File: src/rtl/pgctl_pkg.sv
package pgctl_pkg;
  localparam int XLEN       = 32;
  localparam int RADDR_W    = 3;
  localparam int CPL_W      = 2;
  localparam int PAGE_SHIFT = 12;

  localparam logic [RADDR_W-1:0] REG_CTRL = 3'd0;
  localparam logic [RADDR_W-1:0] REG_RSVD = 3'd1;
  localparam logic [RADDR_W-1:0] REG_FADR = 3'd2;
  localparam logic [RADDR_W-1:0] REG_ROOT = 3'd3;
  localparam logic [RADDR_W-1:0] REG_EXTN = 3'd4;
  localparam logic [RADDR_W-1:0] REG_FEAT = 3'd5;

  localparam int BIT_PG  = 31;
  localparam int BIT_WP  = 16;
  localparam int BIT_EM  = 2;
  localparam int BIT_PE  = 0;
  localparam int BIT_PAE = 5;
  localparam int BIT_PSE = 4;
  localparam int BIT_PCD = 4;
  localparam int BIT_PWT = 3;
  localparam int BIT_LME = 8;

  typedef enum logic [1:0] {
    MODE_NONE = 2'b00,
    MODE_32   = 2'b01,
    MODE_PAE  = 2'b10,
    MODE_LONG = 2'b11
  } xlat_mode_e;
endpackage

File: src/rtl/pgctl_access.sv
module pgctl_access
  import pgctl_pkg::*;
#(
  parameter int AW = RADDR_W,
  parameter int CW = CPL_W
) (
  input  logic          clk_i,
  input  logic          rst_ni,
  input  logic          valid_i,
  input  logic          write_i,
  input  logic [AW-1:0] addr_i,
  input  logic [CW-1:0] cpl_i,
  output logic          wr_o,
  output logic          rd_o,
  output logic          gp_o,
  output logic          ill_o
);
  logic priv_ok, known, ok;

  always_comb begin
    unique case (addr_i)
      REG_CTRL, REG_FADR, REG_ROOT, REG_EXTN, REG_FEAT: known = 1'b1;
      default:                                          known = 1'b0;
    endcase
  end

  assign priv_ok = (cpl_i == '0);
  assign ok      = valid_i && priv_ok && known;
  assign wr_o    = ok && write_i;
  assign rd_o    = ok && !write_i;

  always_ff @(posedge clk_i or negedge rst_ni) begin
    if (!rst_ni) begin
      gp_o  <= 1'b0;
      ill_o <= 1'b0;
    end else begin
      gp_o  <= valid_i && !priv_ok;
      ill_o <= valid_i && priv_ok && !known;
    end
  end

  p_gp_excl_ill_r4: assert property (@(posedge clk_i) disable iff (!rst_ni)
    !(gp_o && ill_o));
  p_gp_after_bad_cpl_r3: assert property (@(posedge clk_i) disable iff (!rst_ni)
    (valid_i && cpl_i != '0) |=> gp_o);
endmodule

File: src/rtl/pgctl_regfile.sv
module pgctl_regfile
  import pgctl_pkg::*;
#(
  parameter int W  = XLEN,
  parameter int AW = RADDR_W,
  parameter int PS = PAGE_SHIFT
) (
  input  logic          clk_i,
  input  logic          rst_ni,
  input  logic          wr_i,
  input  logic          rd_i,
  input  logic [AW-1:0] addr_i,
  input  logic [W-1:0]  wdata_i,
  input  logic          pf_valid_i,
  input  logic [W-1:0]  pf_addr_i,
  output logic [W-1:0]  ctrl_o,
  output logic [W-1:0]  extn_o,
  output logic [W-1:0]  root_o,
  output logic          lme_o,
  output logic [W-1:0]  rd_data_o,
  output logic          rd_valid_o
);
  localparam logic [W-1:0] ROOT_MASK =
    ({W{1'b1}} << PS) | (W'(1) << BIT_PCD) | (W'(1) << BIT_PWT);

  logic [W-1:0] ctrl_q, fadr_q, root_q, extn_q;
  logic         lme_q;
  logic [W-1:0] rd_mux;

  always_ff @(posedge clk_i or negedge rst_ni) begin
    if (!rst_ni) begin
      ctrl_q <= '0;
      fadr_q <= '0;
      root_q <= '0;
      extn_q <= '0;
      lme_q  <= 1'b0;
    end else begin
      if (wr_i) begin
        unique case (addr_i)
          REG_CTRL: ctrl_q <= wdata_i;
          REG_ROOT: root_q <= wdata_i & ROOT_MASK;
          REG_EXTN: extn_q <= wdata_i;
          REG_FEAT: lme_q  <= wdata_i[BIT_LME];
          default: ;
        endcase
      end
      // fault capture takes priority over a software write
      if (pf_valid_i)                       fadr_q <= pf_addr_i;
      else if (wr_i && addr_i == REG_FADR)  fadr_q <= wdata_i;
    end
  end

  always_comb begin
    rd_mux = '0;
    unique case (addr_i)
      REG_CTRL: rd_mux = ctrl_q;
      REG_FADR: rd_mux = fadr_q;
      REG_ROOT: rd_mux = root_q;
      REG_EXTN: rd_mux = extn_q;
      REG_FEAT: rd_mux[BIT_LME] = lme_q;
      default:  rd_mux = '0;
    endcase
  end

  always_ff @(posedge clk_i or negedge rst_ni) begin
    if (!rst_ni) begin
      rd_data_o  <= '0;
      rd_valid_o <= 1'b0;
    end else begin
      rd_valid_o <= rd_i;
      rd_data_o  <= rd_i ? rd_mux : '0;
    end
  end

  assign ctrl_o = ctrl_q;
  assign extn_o = extn_q;
  assign root_o = root_q;
  assign lme_o  = lme_q;

  p_pf_capture_r7: assert property (@(posedge clk_i) disable iff (!rst_ni)
    pf_valid_i |=> fadr_q == $past(pf_addr_i));
  p_rd_zero_idle_r8: assert property (@(posedge clk_i) disable iff (!rst_ni)
    !rd_valid_o |-> rd_data_o == '0);
  p_root_low_clear_r5: assert property (@(posedge clk_i) disable iff (!rst_ni)
    (rd_i && addr_i == REG_ROOT) |=> (rd_data_o[PS-1:BIT_PCD+1] == '0 && rd_data_o[BIT_PWT-1:0] == '0));
endmodule

File: src/rtl/pgctl_mode_dec.sv
module pgctl_mode_dec
  import pgctl_pkg::*;
(
  input  logic       pg_i,
  input  logic       pae_i,
  input  logic       lme_i,
  output xlat_mode_e mode_o
);
  always_comb begin
    if (!pg_i)       mode_o = MODE_NONE;
    else if (!pae_i) mode_o = MODE_32;
    else if (!lme_i) mode_o = MODE_PAE;
    else             mode_o = MODE_LONG;
  end
endmodule

File: src/rtl/pgctl_top.sv
module pgctl_top
  import pgctl_pkg::*;
(
  input  logic                       clk_i,
  input  logic                       rst_ni,
  input  logic                       req_valid_i,
  input  logic                       req_write_i,
  input  logic [RADDR_W-1:0]         req_addr_i,
  input  logic [XLEN-1:0]            req_wdata_i,
  input  logic [CPL_W-1:0]           req_cpl_i,
  output logic [XLEN-1:0]            rd_data_o,
  output logic                       rd_valid_o,
  output logic                       gp_fault_o,
  output logic                       illegal_o,
  input  logic                       pf_valid_i,
  input  logic [XLEN-1:0]            pf_addr_i,
  output logic [1:0]                 mode_o,
  output logic                       pg_o,
  output logic                       pe_o,
  output logic                       wp_o,
  output logic                       em_o,
  output logic                       pae_o,
  output logic                       pse_o,
  output logic                       lme_o,
  output logic [XLEN-PAGE_SHIFT-1:0] root_base_o,
  output logic                       root_pcd_o,
  output logic                       root_pwt_o
);
  logic            wr, rd;
  logic [XLEN-1:0] ctrl, extn, root;
  xlat_mode_e      mode;

  pgctl_access u_access (
    .clk_i   (clk_i),
    .rst_ni  (rst_ni),
    .valid_i (req_valid_i),
    .write_i (req_write_i),
    .addr_i  (req_addr_i),
    .cpl_i   (req_cpl_i),
    .wr_o    (wr),
    .rd_o    (rd),
    .gp_o    (gp_fault_o),
    .ill_o   (illegal_o)
  );

  pgctl_regfile u_regs (
    .clk_i      (clk_i),
    .rst_ni     (rst_ni),
    .wr_i       (wr),
    .rd_i       (rd),
    .addr_i     (req_addr_i),
    .wdata_i    (req_wdata_i),
    .pf_valid_i (pf_valid_i),
    .pf_addr_i  (pf_addr_i),
    .ctrl_o     (ctrl),
    .extn_o     (extn),
    .root_o     (root),
    .lme_o      (lme_o),
    .rd_data_o  (rd_data_o),
    .rd_valid_o (rd_valid_o)
  );

  assign pg_o        = ctrl[BIT_PG];
  assign wp_o        = ctrl[BIT_WP];
  assign em_o        = ctrl[BIT_EM];
  assign pe_o        = ctrl[BIT_PE];
  assign pae_o       = extn[BIT_PAE];
  assign pse_o       = extn[BIT_PSE];
  assign root_base_o = root[XLEN-1:PAGE_SHIFT];
  assign root_pcd_o  = root[BIT_PCD];
  assign root_pwt_o  = root[BIT_PWT];

  pgctl_mode_dec u_mode (
    .pg_i   (pg_o),
    .pae_i  (pae_o),
    .lme_i  (lme_o),
    .mode_o (mode)
  );
  assign mode_o = mode;

  p_no_change_on_gp_r3: assert property (@(posedge clk_i) disable iff (!rst_ni)
    (req_valid_i && req_cpl_i != '0) |=> $stable({ctrl, extn, root, lme_o}));
  p_no_change_on_ill_r4: assert property (@(posedge clk_i) disable iff (!rst_ni)
    (req_valid_i && req_cpl_i == '0 && (req_addr_i == REG_RSVD || req_addr_i > REG_FEAT))
      |=> $stable({ctrl, extn, root, lme_o}));
  p_resp_onehot_r3: assert property (@(posedge clk_i) disable iff (!rst_ni)
    $onehot0({rd_valid_o, gp_fault_o, illegal_o}));
  p_mode_off_r2: assert property (@(posedge clk_i) disable iff (!rst_ni)
    !pg_o |-> mode_o == 2'b00);
  p_mode_long_r2: assert property (@(posedge clk_i) disable iff (!rst_ni)
    (pg_o && pae_o && lme_o) |-> mode_o == 2'b11);
endmodule

File: config.mk
export PLATFORM = sky130hd
export DESIGN_NAME = pgctl_top
export DESIGN_NICKNAME = d
export VERILOG_FILES = /design/src/rtl/pgctl_pkg.sv /design/src/rtl/pgctl_access.sv /design/src/rtl/pgctl_regfile.sv /design/src/rtl/pgctl_mode_dec.sv /design/src/rtl/pgctl_top.sv
export SDC_FILE = /design/constraint.sdc
export NUM_CORES = 1
export LEC_CHECK = 0
export BUFFER_PORTS_ARGS = -buffer_cell sky130_fd_sc_hd__buf_2
export CORE_MARGIN = 2
export CORE_UTILIZATION = 39
export DETAILED_ROUTE_END_ITERATION = 12
export GPL_TIMING_DRIVEN = 1
export PLACE_DENSITY = 0.66
export SYNTH_ARGS = -nofsm -noshare
export SYNTH_HDL_FRONTEND = slang
export SYNTH_SLANG_ARGS = --single-unit
export TNS_END_PERCENT = 20
File: constraint.sdc
create_clock -name clk_i -period 1.6 [get_ports clk_i]
set_clock_uncertainty 0.15 [all_clocks]
set_input_delay 0.08 -clock clk_i [delete_from_list [all_inputs] [get_ports clk_i]]
set_output_delay 0.08 -clock clk_i [all_outputs]
set_load 0.01 [all_outputs]
==> reports/metrics.yaml, run 1 <==
power_frac_comb: 0.140
r2r_end: "u_regs.rd_data_o[31]"
wl_mm: 18.7
globalRouteMet2Util: 0.363
fin_nets: 806
power_density_nw_per_um2: 1090
final_antenna_net_count: 0
clock_sinks: 154
setup_viol: 0
hold_viol_final: 0
rows: 48
path_class: "in2reg"
hold_class: "in2reg"
r2r-start: "u_regs.ctrl_o[31]"
slew_headroom: 0.648
via_per_inst: 5.16
die-area_sq_um: 18800
fin_crit_sh: 0.927
core_area_sq_um: 17300
setup_ws_ns: 0.117
drtIter0Drc: 233
fin_crit_ns: 1.48
fillers: 1495
grt_use_met1: 0.260
cts-root-buf: "clkbuf_16"
grt_antenna_before_repair: 0
route.detailed.drc: 0
die_height_microns: 137
die_w_microns: 137
cap_violations: 0
r2r_slack_ns: 0.28
grt_start_max_net_pins: 53
mostFrequentLayoutCells: "dfrtp_1 (154), buf_2 (138), mux2_2 (129), dlygate4sd3_1 (69), mux2_4 (30)"
syn_area_sq_um: 6920
busiest_layer: "met2"
crit_path_start: "req_cpl_i[0]"
cts_tree: "yes"
ios: 140
seq_area_frac_synth: 0.557
syn_area_per_cell_sq_um: 13.8
htree_levels: 4
worst_path_most_repeated_cell: "mux2_2"
p_switching_w: 0.00249
worst_pin_slew_ns: 0.527
dp.final_hpwl_mm: 12.3
worstPathRequired_ns: 1.76
first_global_vias: 5538
crit_arrival_ns: 1.65
clkLatencyLatePin_ns: 0.43
synth_cells: 501
status: "complete, no violations"
cts_buffer_depth: 2
netSwitchingFraction: 0.240
numCtsBuffers: 17
finalPower_w: 0.0104
start_kind: "primary input"
seqPwrFrac: 0.434
p_clk_frac: 0.426
path_max_fanout: 24
first_pass_iters: 4
ir_worst_vdd_mv: 0.834
ys_types: 31
wl_per_cell_microns: 19.2
slowest_stage: "mux2_2"
synth_seq_cells: 154
max_clock_freq_mhz: 674
rsz0062_at_grt: "false"
r2r_cells: 3
met3_usage: 0.0368
slowest_delay_ns: 0.36
yosysTopAreaCellShare: 0.557
area_growth_pct: 37.5
overflow: 0
num_vias: 5002
num_antenna_cells: 0
start_util: 0.400
ys_warn_count: 0
final_max_slew_viol_count: 0
synth_nets: 575
yosys-top-cells-area: "dfrtp_1 (56%), mux2_2 (21%), mux2_4 (6.5%)"
pre_cts_slack_ns: -0.305
synth_largest_area_cell: "dfrtp_1"
p_int_w: 0.00790
cellLeakagePower_nw: 4.68
crit_path_end: "u_regs.fadr_q[4]"
drive_gt1_frac: 0.499
grt_pass1_wl_mm: 29.6
numPortBuffers: 139
final_common_cell: "dfrtp_1"
critPathCaptureType: "register"
path_cells: "buf_2 > nand4bb_1 > nor3_4 > buf_12 > mux2_2 > mux2_2"
grtUsageTotal: 0.210
place_congestion: 0.834
clk_pin_slew_ns: 0.06
[kinds of logic (layout without fill, tap and decap cells)]
kind of cell | count (synthesis) | count (layout) | share of synthesized area
compound gates | 55 | 55 | 0.0505
flops | 154 | 154 | 0.557
simple gates | 71 | 71 | 0.0533
buf+inv | 36 | 280 | 0.0253
mux | 185 | 185 | 0.314
[sequential cells by signal, indices dropped and copies added, names as in the netlist]
name / cells
u_regs.rd_data_o: 32
u_access.ill_o: 1
u_regs.extn_o: 32
u_regs.fadr_q: 32
u_access.gp_o: 1
u_regs.root_o: 22
u_regs.rd_valid_o: 1
u_regs.lme_o: 1
u_regs.ctrl_o: 32
[stage by stage]
stage | instance area, sq um | hold slack [ns] | setup TNS [ns] | cells | util
floorplan | 6970 | -0.366 | -1.10 | 501 | -
global placement | 8180 | -0.0715 | -15.27 | 869 | 0.473
detailed placement | 8180 | -0.0692 | -19.28 | 869 | 0.473
CTS | 9510 | 0.00515 | 0 | 970 | 0.550
global route | 9510 | 0.0219 | 0 | 970 | 0.550
finish | 9510 | 0.00739 | 0 | 970 | 0.550
[worst min-delay path by stage]
stage	start	endpoint	slack (ns)	depth (start not counted)
after floorplan	rst_ni	u_access.gp_o	-0.37	0
after global placement	rst_ni	u_regs.rd_data_o[9]	-0.07	1
after detailed placement	rst_ni	u_regs.rd_data_o[10]	-0.07	1
after CTS	pf_valid_i	u_regs.fadr_q[24]	0.005	2
after global routing	pf_valid_i	u_regs.fadr_q[21]	0.02	2
final	pf_valid_i	u_regs.fadr_q[8]	0.007	2
[cell type report]
class,instances,area (sq um),share of cell area
sequential,154,3850,0.405
inverter,2,7.51,0.000789
clock inverter,14,218,0.0229
multi-input combinational,311,2910,0.306
timing repair buffer,246,1820,0.191
clock buffer,18,429,0.0451
tap,225,282,0.0296
[synth_stat cells]
cell / instances
or3_1: 2
mux2i_1: 19
inv_1: 2
nor3b_1: 3
nor3_2: 1
or2_1: 2
mux2_2: 129
and3_1: 6
dfrtp_1: 154
nor2_1: 26
nor2_2: 1
o21ai_0: 7
nand2_1: 4
buf_2: 14
buf_1: 2
or4b_1: 1
mux2_1: 7
a22oi_1: 16
and2_1: 1
a21oi_1: 22
mux2_4: 30
buf_6: 3
clkbuf_1: 15
o22a_1: 5
nand4bb_1: 1
a21boi_0: 1
a211oi_1: 2
a221oi_1: 2
nor2b_1: 7
nand2b_1: 3
nand3_1: 13
[critical path: cells and delay by family]
family / cells / cell delay (ns)
AND/OR/NAND/NOR: 2 / 0.58
multiplexers: 2 / 0.63
buffers and inverters: 2 / 0.34
[layer usage]
layer | part of all wire | routed length (microns)
met1 | 0.43 | 7940
met2 | 0.50 | 9350
met3 | 0.050 | 934
met4 | 0.024 | 442
met5 | 0 | 0
[power by group through the flow]
stage | clock (W) | combinational [W] | sequential (W)
after detailed placement | 0 | 0.00132 | 0.00458
after global routing | 0.00468 | 0.00159 | 0.00455
after global placement | 0 | 0.00128 | 0.00454
after floorplan | 0 | 0.000743 | 0.00456
after CTS | 0.00454 | 0.00147 | 0.00451
final | 0.00443 | 0.00145 | 0.00451
[repair_timing]
item	in CTS	in global routing
resized for setup	0	0
hold buffers	69	0
endpoints found under the hold margin	278	0
setup buffers	0	0
Power figures use the tool's default switching activity.
==> run 2, diff against run 1 <==
clock period = 1.8 ns   (was 1.6 ns; I/O delays follow)
==> reports/metrics.yaml, run 2 (same netlist as run 1, synthesis figures left out) <==
path_max_fanout: 13
htree_levels: 4
cellLeakagePower_nw: 4.62
fin_crit_sh: 0.899
pre_cts_slack_ns: -0.186
wl_met1_mm: 7.80
via_per_inst: 5.12
worst_pin_slew_ns: 1.27
path_class: "in2reg"
tns_ns: 0
holdBufCountCts: 69
grt_start_max_net_pins: 52
fin_crit_ns: 1.62
worst-path-buf-inv: 2
core_area_sq_um: 17300
wl_mm: 18.0
hold_viol_final: 0
die_height_microns: 137
wl_per_cell_microns: 18.7
mostFrequentLayoutCells: "dfrtp_1 (154), buf_2 (138), mux2_2 (129), dlygate4sd3_1 (69), mux2_4 (30)"
numPortBuffers: 139
place_congestion: 0.792
dr.max_layer_used: "met4"
crit_family: "simple AND/OR/NAND/NOR gates"
die_w_microns: 137
grtUsageTotal: 0.200
num_antenna_cells: 0
critPathCaptureType: "register"
ios: 140
post_cts_resize_count: 0
num_vias: 4929
post-cts-setup-buffers: 0
cap_violations: 0
hold_class: "in2async"
first_pass_iters: 6
final_antenna_net_count: 0
cts-root-buf: "clkbuf_16"
power_density_nw_per_um2: 966
max_clock_freq_mhz: 618
setup_viol: 0
first_global_vias: 5266
final_max_slew_viol_count: 0
clkLatencyLatePin_ns: 0.42
start_kind: "primary input"
dp.final_hpwl_mm: 11.7
area_growth_pct: 35.8
crit_arrival_ns: 1.79
numCtsBuffers: 17
grt_pass1_wl_mm: 28.0
dr_wl_met2_mm: 8.98
setup_ws_ns: 0.181
rows: 48
fin_nets: 799
slew_headroom: 0.152
worstPathRequired_ns: 1.97
drtIter0Drc: 216
status: "complete, no violations"
clk_pin_slew_ns: 0.06
cts_tree: "yes"
rsz0062_at_grt: "false"
drive_gt1_frac: 0.493
finalPower_w: 0.00908
die-area_sq_um: 18800
grt_antenna_before_repair: 0
clock_sinks: 154
slowest_delay_ns: 0.95
cts_buffer_depth: 2
final_common_cell: "dfrtp_1"
path_cells: "buf_2 > buf_4 > nor2_1 > a22oi_1 > a21oi_1"
ir_worst_vdd_mv: 0.709
wl_met3_microns: 955
overflow: 0
start_util: 0.400
route.detailed.drc: 0
slowest_stage: "nor2_1"
run 2: cell types whose count changed in the layout (fill, tap and decap cells not counted), sizes merged:
cell	before	now
buf	177	170
clkinv	4	5
bufinv	5	4
clkbuf	18	21
inv	4	2
clkinvlp	3	2
run 2: area by class of cell:
class | count | area (sq um)
clock buffers | 21 | 470
multi-input cells | 311 | 2900
clock inverters | 11 | 168
repair buffers | 239 | 1710
well taps | 225 | 282
inverters | 2 | 7.51
flip-flops and latches | 154 | 3850
fillers | 1481 | 7900
run 2: per-stage QoR:
| step | hold WS (ns) | instance area (sq um) | std cells | utilization |
|---|---|---|---|---|
| floorplan | -0.356 | 6920 | 501 | - |
| global placement | -0.0793 | 8070 | 862 | 0.466 |
| CTS | 0.0424 | 9390 | 963 | 0.543 |
| global route | 0.0457 | 9390 | 963 | 0.543 |
| detailed placement | -0.0729 | 8070 | 862 | 0.466 |
| finish | 0.0381 | 9390 | 963 | 0.543 |
run 2: report_power, final:
part	switching [W]	internal [W]
registers	0.000202	0.00380
logic	0.000520	0.000738
clock network	0.00139	0.00243
total	0.00211	0.00697
run 2: worst register-to-register path: cells and delay by family, from the launching register on:
family / cells / cell delay, ns
flip-flops: 1 / 0.38
AO/OA/AOI/OAI: 2 / 0.38
multiplexers: 1 / 0.26
run 2: routing by layer:
layer | vias to the layer above | GRT usage
met5 | - | 0
met4 | 0 | 0.0624
met3 | 18 | 0.0453
met2 | 141 | 0.340
met1 | 2527 | 0.254
li1 | 2243 | -
run 2: worst paths after layout:
kind,start,to,slack [ns],depth (start not counted)
hold / removal,rst_ni,u_regs.extn_o[9],0.04,2
hold reg to reg,u_regs.extn_o[6],u_regs.extn_o[6],0.34,1
max in group asynchronous,rst_ni,u_regs.rd_data_o[16],0.81,3
setup reg to reg,u_regs.fadr_q[30],u_regs.rd_data_o[30],0.51,3
min in group clk_i,pf_valid_i,u_regs.fadr_q[2],0.05,2
setup / recovery,req_addr_i[2],u_regs.rd_data_o[29],0.18,5
